==> config.mk <==
export PLATFORM = sky130hd
export DESIGN_NAME = baud_prescaler
export DESIGN_NICKNAME = d
export VERILOG_FILES = /design/src/rtl/baud_pkg.sv /design/src/rtl/baud_cfg_regs.sv /design/src/rtl/baud_div_counter.sv /design/src/rtl/baud_prescaler.sv
export SDC_FILE = /design/constraint.sdc
export NUM_CORES = 1
export LEC_CHECK = 0
export BUFFER_PORTS_ARGS = -buffer_cell sky130_fd_sc_hd__buf_2
export CAP_MARGIN = 20
export CORE_UTILIZATION = 57
export DETAILED_ROUTE_END_ITERATION = 8
export PLACE_DENSITY = 0.86
export SYNTH_ARGS = -nofsm -noshare
export SYNTH_HDL_FRONTEND = slang
export SYNTH_HIERARCHICAL = 1
export SYNTH_SLANG_ARGS = --single-unit
==> constraint.sdc <==
create_clock -name clk -period 3.6 [get_ports clk]
set_input_delay 0.54 -clock clk [delete_from_list [all_inputs] [get_ports clk]]
set_output_delay 0.54 -clock clk [all_outputs]
set_load 0.02 [all_outputs]
==> src/rtl/baud_pkg.sv <==
package baud_pkg;
    localparam int REG_W = 8;

    localparam int MODE_BASE8_BIT = 0;
    localparam int MODE_SEL_BIT   = 4;
    localparam int MODE_DBL_BIT   = 7;

    typedef struct packed {
        logic [REG_W-1:0] divisor;
        logic [REG_W-1:0] duty;
        logic             sel_duty;
        logic             base8;
        logic             dbl;
    } rate_cfg_t;
endpackage

==> src/rtl/baud_cfg_regs.sv <==
module baud_cfg_regs
    import baud_pkg::*;
(
    input  logic             clk,
    input  logic             rst_n,
    input  logic             run_i,
    input  logic             mode_wr_i,
    input  logic [REG_W-1:0] mode_wdata_i,
    input  logic             shared_wr_i,
    input  logic [REG_W-1:0] shared_wdata_i,
    output rate_cfg_t        cfg_o,
    output logic             div_taken_o,
    output logic [REG_W-1:0] rdata_o
);
    rate_cfg_t cfg_d, cfg_q;
    logic      div_taken_d;

    always_comb begin
        cfg_d       = cfg_q;
        div_taken_d = 1'b0;
        if (shared_wr_i) begin
            if (cfg_q.sel_duty) begin
                cfg_d.duty = shared_wdata_i;
            end else if (!run_i) begin
                cfg_d.divisor = shared_wdata_i;
                div_taken_d   = 1'b1;
            end
        end
        if (mode_wr_i) begin
            cfg_d.base8    = mode_wdata_i[MODE_BASE8_BIT];
            cfg_d.sel_duty = mode_wdata_i[MODE_SEL_BIT];
            cfg_d.dbl      = mode_wdata_i[MODE_DBL_BIT];
        end
    end

    always_ff @(posedge clk or negedge rst_n) begin
        if (!rst_n) begin
            cfg_q.divisor  <= '1;
            cfg_q.duty     <= '1;
            cfg_q.sel_duty <= 1'b0;
            cfg_q.base8    <= 1'b0;
            cfg_q.dbl      <= 1'b0;
        end else begin
            cfg_q <= cfg_d;
        end
    end

    assign cfg_o       = cfg_q;
    assign div_taken_o = div_taken_d;
    assign rdata_o     = cfg_q.sel_duty ? cfg_q.duty : cfg_q.divisor;

    // divisor frozen while a direction is enabled
    a_r5_divisor_locked: assert property (@(posedge clk) disable iff (!rst_n)
        run_i |=> $stable(cfg_q.divisor));

    // with the divisor selected, the duty value cannot move
    a_r6_duty_untouched: assert property (@(posedge clk) disable iff (!rst_n)
        (shared_wr_i && !cfg_q.sel_duty) |=> $stable(cfg_q.duty));
endmodule

==> src/rtl/baud_div_counter.sv <==
module baud_div_counter #(
    parameter int W = 8
) (
    input  logic         clk,
    input  logic         rst_n,
    input  logic         clr_i,
    input  logic         step_i,
    input  logic [W-1:0] limit_i,
    output logic         wrap_o
);
    logic [W-1:0] cnt_d, cnt_q;
    logic         at_top;

    assign at_top = (cnt_q == limit_i);

    always_comb begin
        cnt_d = cnt_q;
        if (clr_i) begin
            cnt_d = '0;
        end else if (step_i) begin
            cnt_d = at_top ? '0 : cnt_q + 1'b1;
        end
    end

    always_ff @(posedge clk or negedge rst_n) begin
        if (!rst_n) cnt_q <= '0;
        else        cnt_q <= cnt_d;
    end

    assign wrap_o = step_i && !clr_i && at_top;

    // a stage never counts past its limit
    a_r2_count_bounded: assert property (@(posedge clk) disable iff (!rst_n)
        cnt_q <= limit_i);
endmodule

==> src/rtl/baud_prescaler.sv <==
module baud_prescaler
    import baud_pkg::*;
#(
    parameter int CKS_W     = 2,
    parameter int BASE_LOG2 = 6
) (
    input  logic             clk,
    input  logic             rst_n,
    input  logic [CKS_W-1:0] clk_sel,
    input  logic             tx_en,
    input  logic             rx_en,
    input  logic             mode_wr,
    input  logic [REG_W-1:0] mode_wdata,
    input  logic             shared_wr,
    input  logic [REG_W-1:0] shared_wdata,
    output logic [REG_W-1:0] shared_rdata,
    output logic             sample_tick,
    output logic             bit_tick
);
    localparam int PRE_W = 2 * ((1 << CKS_W) - 1);
    localparam int BIT_W = BASE_LOG2 - 1;

    typedef struct packed {
        logic [CKS_W-1:0] ks;
        logic             sample;
        logic             bitp;
    } top_state_t;

    top_state_t st_d, st_q;
    rate_cfg_t  cfg;
    logic       div_taken;
    logic       run, restart, clr;
    logic       pre_wrap, div_wrap, bit_wrap;
    logic [PRE_W-1:0] pre_lim;
    logic [BIT_W-1:0] bit_lim;
    logic [PRE_W:0]   pre_span;
    logic [BIT_W:0]   bit_span;

    assign run = tx_en || rx_en;

    baud_cfg_regs u_regs (
        .clk            (clk),
        .rst_n          (rst_n),
        .run_i          (run),
        .mode_wr_i      (mode_wr),
        .mode_wdata_i   (mode_wdata),
        .shared_wr_i    (shared_wr),
        .shared_wdata_i (shared_wdata),
        .cfg_o          (cfg),
        .div_taken_o    (div_taken),
        .rdata_o        (shared_rdata)
    );

    always_comb begin
        pre_span = {{PRE_W{1'b0}}, 1'b1} << (2 * int'(st_q.ks));
        pre_lim  = PRE_W'(pre_span - 1'b1);
        bit_span = {{BIT_W{1'b0}}, 1'b1} << (BIT_W - int'(cfg.dbl) - int'(cfg.base8));
        bit_lim  = BIT_W'(bit_span - 1'b1);
    end

    assign restart = mode_wr || div_taken || (clk_sel != st_q.ks);
    assign clr     = restart || !run;

    baud_div_counter #(.W(PRE_W)) u_pre (
        .clk(clk), .rst_n(rst_n), .clr_i(clr), .step_i(run),
        .limit_i(pre_lim), .wrap_o(pre_wrap)
    );

    baud_div_counter #(.W(REG_W)) u_div (
        .clk(clk), .rst_n(rst_n), .clr_i(clr), .step_i(pre_wrap),
        .limit_i(cfg.divisor), .wrap_o(div_wrap)
    );

    baud_div_counter #(.W(BIT_W)) u_bit (
        .clk(clk), .rst_n(rst_n), .clr_i(clr), .step_i(div_wrap),
        .limit_i(bit_lim), .wrap_o(bit_wrap)
    );

    always_comb begin
        st_d        = st_q;
        st_d.ks     = clk_sel;
        st_d.sample = div_wrap;
        st_d.bitp   = bit_wrap;
    end

    always_ff @(posedge clk or negedge rst_n) begin
        if (!rst_n) st_q <= '0;
        else        st_q <= st_d;
    end

    assign sample_tick = st_q.sample;
    assign bit_tick    = st_q.bitp;

    // a bit strobe always lands on a sample strobe
    a_r3_bit_on_sample: assert property (@(posedge clk) disable iff (!rst_n)
        bit_tick |-> sample_tick);

    // idle directions give no strobe in the next cycle
    a_r4_idle_quiet: assert property (@(posedge clk) disable iff (!rst_n)
        !(tx_en || rx_en) |=> !sample_tick && !bit_tick);

    // a mode write restarts the chain, so no strobe follows it
    a_r7_mode_restart: assert property (@(posedge clk) disable iff (!rst_n)
        mode_wr |=> !sample_tick && !bit_tick);
endmodule

* Word level (Yosys, flattened, before mapping)
Index checks and enable logic that the tools add are counted.
** Cells by class
- Add/subtract/negate cells :: 7
- Equality and inequality tests :: 4
- Shift operators :: 2
- Mux-type cells :: 13
- Bitwise operators :: 2
- Reduce and logical (&&, ||, !) cells :: 17
** Operators by type and width (count)
- two-way mux 8 bit :: 4
- << shifter 1 x 32 -> 5 bit (first input constant) :: 1
- two-way mux 6 bit :: 3
- two-way mux 5 bit :: 3
- adder 8 x 1 -> 8 bit (second input constant) :: 1
- == test 8 bit :: 1
- adder 6 x 1 -> 6 bit (second input constant) :: 1
- == test 6 bit :: 1
- logical AND 1 bit :: 6
- nonzero test 2 bit :: 3
- << shifter 1 x 3 -> 6 bit (first input constant) :: 1
- subtractor 6 x 1 -> 6 bit (second input constant) :: 1
- adder 5 x 1 -> 5 bit (second input constant) :: 1
- == test 5 bit :: 1
- subtractor 4 x 2 -> 5 bit :: 1
- subtractor 5 x 1 -> 5 bit (second input constant) :: 1
- logical OR 1 bit :: 4
- subtractor 3 x 1 -> 4 bit (first input constant) :: 1
- two-way mux 1 bit :: 3
- AND reduction 3 bit :: 1
- logical NOT 1 bit :: 2
- != test 2 bit :: 1
- NOT 1 bit :: 2
- AND reduction 2 bit :: 1
** Storage, ports and cells
- Register bits after elaboration :: 42
- Input port bits :: 24
- Output and inout port bits :: 10

* Depth between registers and ports, before layout
- Word-level depth :: 14
- Mapped depth :: 12

* Modules after synthesis
Netlist, hierarchy kept.
** By module, submodules not included
- baud_cfg_regs :: times used 1, cells each 50, area an instance 828.3 sq um, sequential area each 495.5 sq um
- baud_div_counter (u_div) :: times used 1, cells each 63, area an instance 541.8 sq um, sequential area each 200.2 sq um
- baud_div_counter (u_pre) :: times used 1, cells each 34, area an instance 379.1 sq um, sequential area each 150.1 sq um
- baud_div_counter (u_bit) :: times used 1, cells each 39, area an instance 369.1 sq um, sequential area each 125.1 sq um
- baud_prescaler :: times used 1, cells each 24, area an instance 247.7 sq um, sequential area each 100.1 sq um

* Worst setup path after synthesis
Ideal clock, no wire load.
- Kind :: flip-flop to flip-flop
- From :: register st_q[3] (netlist name)
- To :: register u_bit.cnt_q[3]
- Arrival :: 2.842 ns
- Required time :: 3.455 ns
- Setup slack :: 0.613 ns
- Stages on the path, launching flop included :: 13
- Cells stage by stage :: dfrtp_1 -> or2_2 -> ha_1 -> xor2_1 -> nor4_2 -> nand3_2 -> nor3b_1 -> nand2b_1 -> nor3_1 -> clkbuf_1 -> nand2_1 -> mux2i_1 -> a311oi_1
** On the way
- Elaborated cells on any way between the ends :: 13
- Those cells by class :: add/sub (1); eq/ne (2); shift (1); mux (1); reduce/logical (8)
** RTL lines
- start: declaration :: line baud_prescaler.sv:29 : top_state_t st_d, st_q;
- start signal: assignment :: line baud_prescaler.sv:88 : else st_q <= st_d;
- << shifter 1 x 3 -> 6 bit :: line baud_prescaler.sv:55 : pre_span = {{PRE_W{1'b0}}, 1'b1} << (2 * int'(st_q.ks));
- subtractor 6 x 1 -> 6 bit :: line baud_prescaler.sv:56 : pre_lim = PRE_W'(pre_span - 1'b1);
- named net pre_lim[0] :: line baud_prescaler.sv:34 : logic [PRE_W-1:0] pre_lim;
- == test 6 bit :: line baud_div_counter.sv:14 : assign at_top = (cnt_q == limit_i);
- logical AND 1 bit :: line baud_div_counter.sv:30 : assign wrap_o = step_i && !clr_i && at_top;
- named net pre_wrap :: line baud_prescaler.sv:33 : logic pre_wrap, div_wrap, bit_wrap;
- logical AND 1 bit (2 in a row) :: line baud_div_counter.sv:30
- named net div_wrap :: line baud_prescaler.sv:33
- nonzero test 2 bit (no line)
- end signal: assignment :: line baud_div_counter.sv:27 : else cnt_q <= cnt_d;
- end: declaration :: line baud_div_counter.sv:11 : logic [W-1:0] cnt_d, cnt_q;
The timed path passes the listed nets, and every way through them passes these cells.
A chain may end at the register's enable or synchronous reset.

* Final worst setup path
- From :: register st_q[3] (netlist name)
- To :: register u_bit.cnt_q[0]
The elaborated chain is that of the path after synthesis.

==> results.md <==
- Switching share of total power: 26.7%
- Fin Clk Skew: 0.00998 ns
- Count leader, synth: mux2_2
- Post-synth top area cell: dfrtp_1
- Total grt overflow: 0
- Worst path required time: 3.79 ns
- CP Data Arrival Time: 3.37 ns
- Ranking of synthesized cells by area: dfrtp_1, dfstp_2, mux2_2, xnor2_1, xor2_1
- # nets final: 277
- Worst-Margin Slew: 0.900 ns
- Clk_lat worst skew: roughly 0.3 ns
- Critical path startpoint category: flop
- GP Congestion: around 0.87
- Min cycle time layout: 3.18 ns
- Syn avg cell area: 11.3 um2
- Port Buffers: 28
- Core area: 4000 um2
- Fraction of layout cells with a size suffix above 1: 36.6%
- DRC errors left: 2
- Max-cap check violation count: 0
- Iter 0 DRT Violations: 79
- Logic pwr share: 19.4%
- YS warnings: 6
- Postcts setup bufs: 0
- Worst min path class: input port to asynchronous set/reset pin
- Syn Nets: 242
- Post-CTS sizing: 0
- Number of synthesized flops with an enable pin: 0
- Post-synthesis register bit count: 42
- Cell Int Power: 0.000860 W
- Rows: 23
- Die ar.: 4410 um2
- CTS H-tree lvls: 2
- Top cell type's share of synthesized area: a little over a quarter
- Critical path capture point type: flop
- Post-Syn Area: 2370 um2
- Initial core utilization: around 59%
- Largest net degree at the start of global routing: 43
- Via density: 5.84
- CTS Root Cell: clkbuf_8
- Detailed placement HPWL: roughly 3300 um
- Clock Path Buffers: 2
- Worst-path clk slew: about 0.080 ns
- Crit path max fanout: 15
- Part of the power in registers: between 50% and 60%
- Via count: 1728
- P_sw: around 0.00031 W
- Pwr Total: 0.00117 W
- Predominant post-synthesis flop cell: dfrtp_1
- First-pass GRT wire length: 7380 um
- Final setup viols: 0
- Failing checks: design-rule violations
- Die width: 66.4 um
- Crit share post-route: between 80 and 90%
- Status: complete, but fails checks
- Relative slew slack: between 30 and 40%
- Post-synthesis cell type count: 43
- Seq/Total Area, Yosys: 45.3%
- Post-synth ARST share: between 90% and 100%
- Final setup TNS: 0 ns
- All-layer global routing usage: a little under a quarter
- Leakage: 1.15 nW
- DRT Wirelength: 4560 um
- DR WL/cell: 15.4 um
- IO Pins: 34
- TritonCTS clock tree: built
- Diode count: 0
- PwrDens: 437 nW/um2
- Clock power share: 30.4%
- DRT antenna net count: 0
- Achievable clock frequency: between 0.3 and 0.4 GHz
- Total CTS buffers: 5
- Top post-synthesis cells by count: mux2_2, dfrtp_1, nand2_1
- Hold-fix buffers at CTS: 0
- Peak VDD IR: 0.000353 V
- RSZ-0062 raised after global routing: false
- Initial antenna violation count: 0
- Fin. Hold Viols: 0
- Cells after synthesis: 210
- Vias in the first global route: 1621
- Layout area overhead: 13.4%
- Max Slew Vio Count: 0
- Clock Sinks: 42
- Initial DRT Pass Iterations: 6
- Kind of critical path: flop to flop
- Die H: 66.4 um
through the flow:
stage | hold WS (ns) | std cells | utilization, % | instance area, um2 | setup WS, ns
after detailed placement | 0.557 | 288 | 64.3 | 2570 | 0.458
after global routing | 0.367 | 296 | 67.1 | 2680 | 0.155
after global placement | 0.546 | 288 | 64.3 | 2570 | 0.543
after floorplan | 0.244 | 210 | - | 2370 | 0.613
after CTS | 0.370 | 296 | 67.1 | 2680 | 0.444
final | 0.369 | 296 | 67.1 | 2680 | 0.417
routing by layer:
layer  vias to the layer above  wire length (um)  GRT usage [%]
li1                        833                 -              -
met1                       840              2000           28.6
met2                        46              2290           36.2
met3                         9               186           5.86
met4                         0                79           10.1
met5                         -                 0              0
logic make-up (layout without fill, tap and decap cells):
| family | count (synthesis) | after routing | synth area share (%) |
|---|---|---|---|
| flip-flops | 42 | 42 | 45.3 |
| AO/OA/AOI/OAI | 35 | 35 | 11.0 |
| AND/OR/NAND/NOR | 59 | 59 | 13.9 |
| XOR/XNOR | 27 | 27 | 9.99 |
| buffers and inverters | 10 | 46 | 1.90 |
| adder cells (fa/ha/maj) | 8 | 8 | 4.23 |
| multiplexers | 29 | 29 | 13.7 |
power by group through the flow:
stage / clock (W) / sequential [W] / combinational [W]
3_3_place_gp: 0 / 0.000593 / 0.000221
5_1_grt: 0.000385 / 0.000597 / 0.000244
6_report: 0.000357 / 0.000589 / 0.000228
3_5_place_dp: 0 / 0.000598 / 0.000229
2_1_floorplan: 0 / 0.000581 / 0.000176
4_1_cts: 0.000365 / 0.000589 / 0.000230
placed cells by master (no fill, tap or decap), types with 4 or more instances in the layout:
| cell | n |
|---|---|
| a32o_1 | 4 |
| xnor2_1 | 15 |
| nand3_1 | 7 |
| ha_1 | 8 |
| dfstp_2 | 16 |
| nand2_1 | 17 |
| inv_1 | 7 |
| nor3b_1 | 5 |
| mux2_2 | 27 |
| buf_2 | 28 |
| o21ai_0 | 11 |
| o211ai_1 | 6 |
| dfrtp_1 | 26 |
| nor2_1 | 6 |
| xor2_1 | 12 |
| clkbuf_8 | 6 |
path summary, 6_finish.rpt:
kind                       slack, ns      startpoint              end  depth (start not counted)
min                             0.37           rst_n   u_bit/cnt_q[0]                          1
max                             0.42         st_q[3]   u_bit/cnt_q[0]                         12
min in group clk                0.38      clk_sel[1]          st_q[3]                          1
max in group asynchronous       2.67           rst_n  u_regs/cfg_o[2]                          1
max reg2reg                     0.42         st_q[3]   u_bit/cnt_q[0]                         12
min reg2reg                     0.58  u_pre/cnt_q[1]   u_pre/cnt_q[1]                          1
worst max-delay path, cell delays in order (launching register included):
cell and delay (ns):
dfrtp_1 0.41, or2_2 0.35, ha_1 0.21, xor2_1 0.17, nor4_2 0.27, nand3_2 0.19
nor3b_1 0.35, nand2b_1 0.19, nor3_1 0.22, buf_4 0.22, nor3b_1 0.27, o21ai_0 0.13
o311ai_0 0.10
flip-flops by register name, indices dropped and copies added (netlist names):
register and cells:
sample_tick 1, u_bit/cnt_q 5, u_div/cnt_q 8, u_pre/cnt_q 6, bit_tick 1, st_q 2, u_regs/cfg_o 19
final cells by class:
| class | count | area, um2 |
|---|---|---|
| Fill cell | 301 | 1320 |
| Multi-Input combinational cell | 158 | 1250 |
| Sequential cell | 42 | 1070 |
| Timing Repair Buffer | 31 | 163 |
| Clock buffer | 8 | 111 |
| Tap cell | 50 | 62.6 |
| Inverter | 7 | 26.3 |
Note: power is estimated with default switching activity, not from simulation.
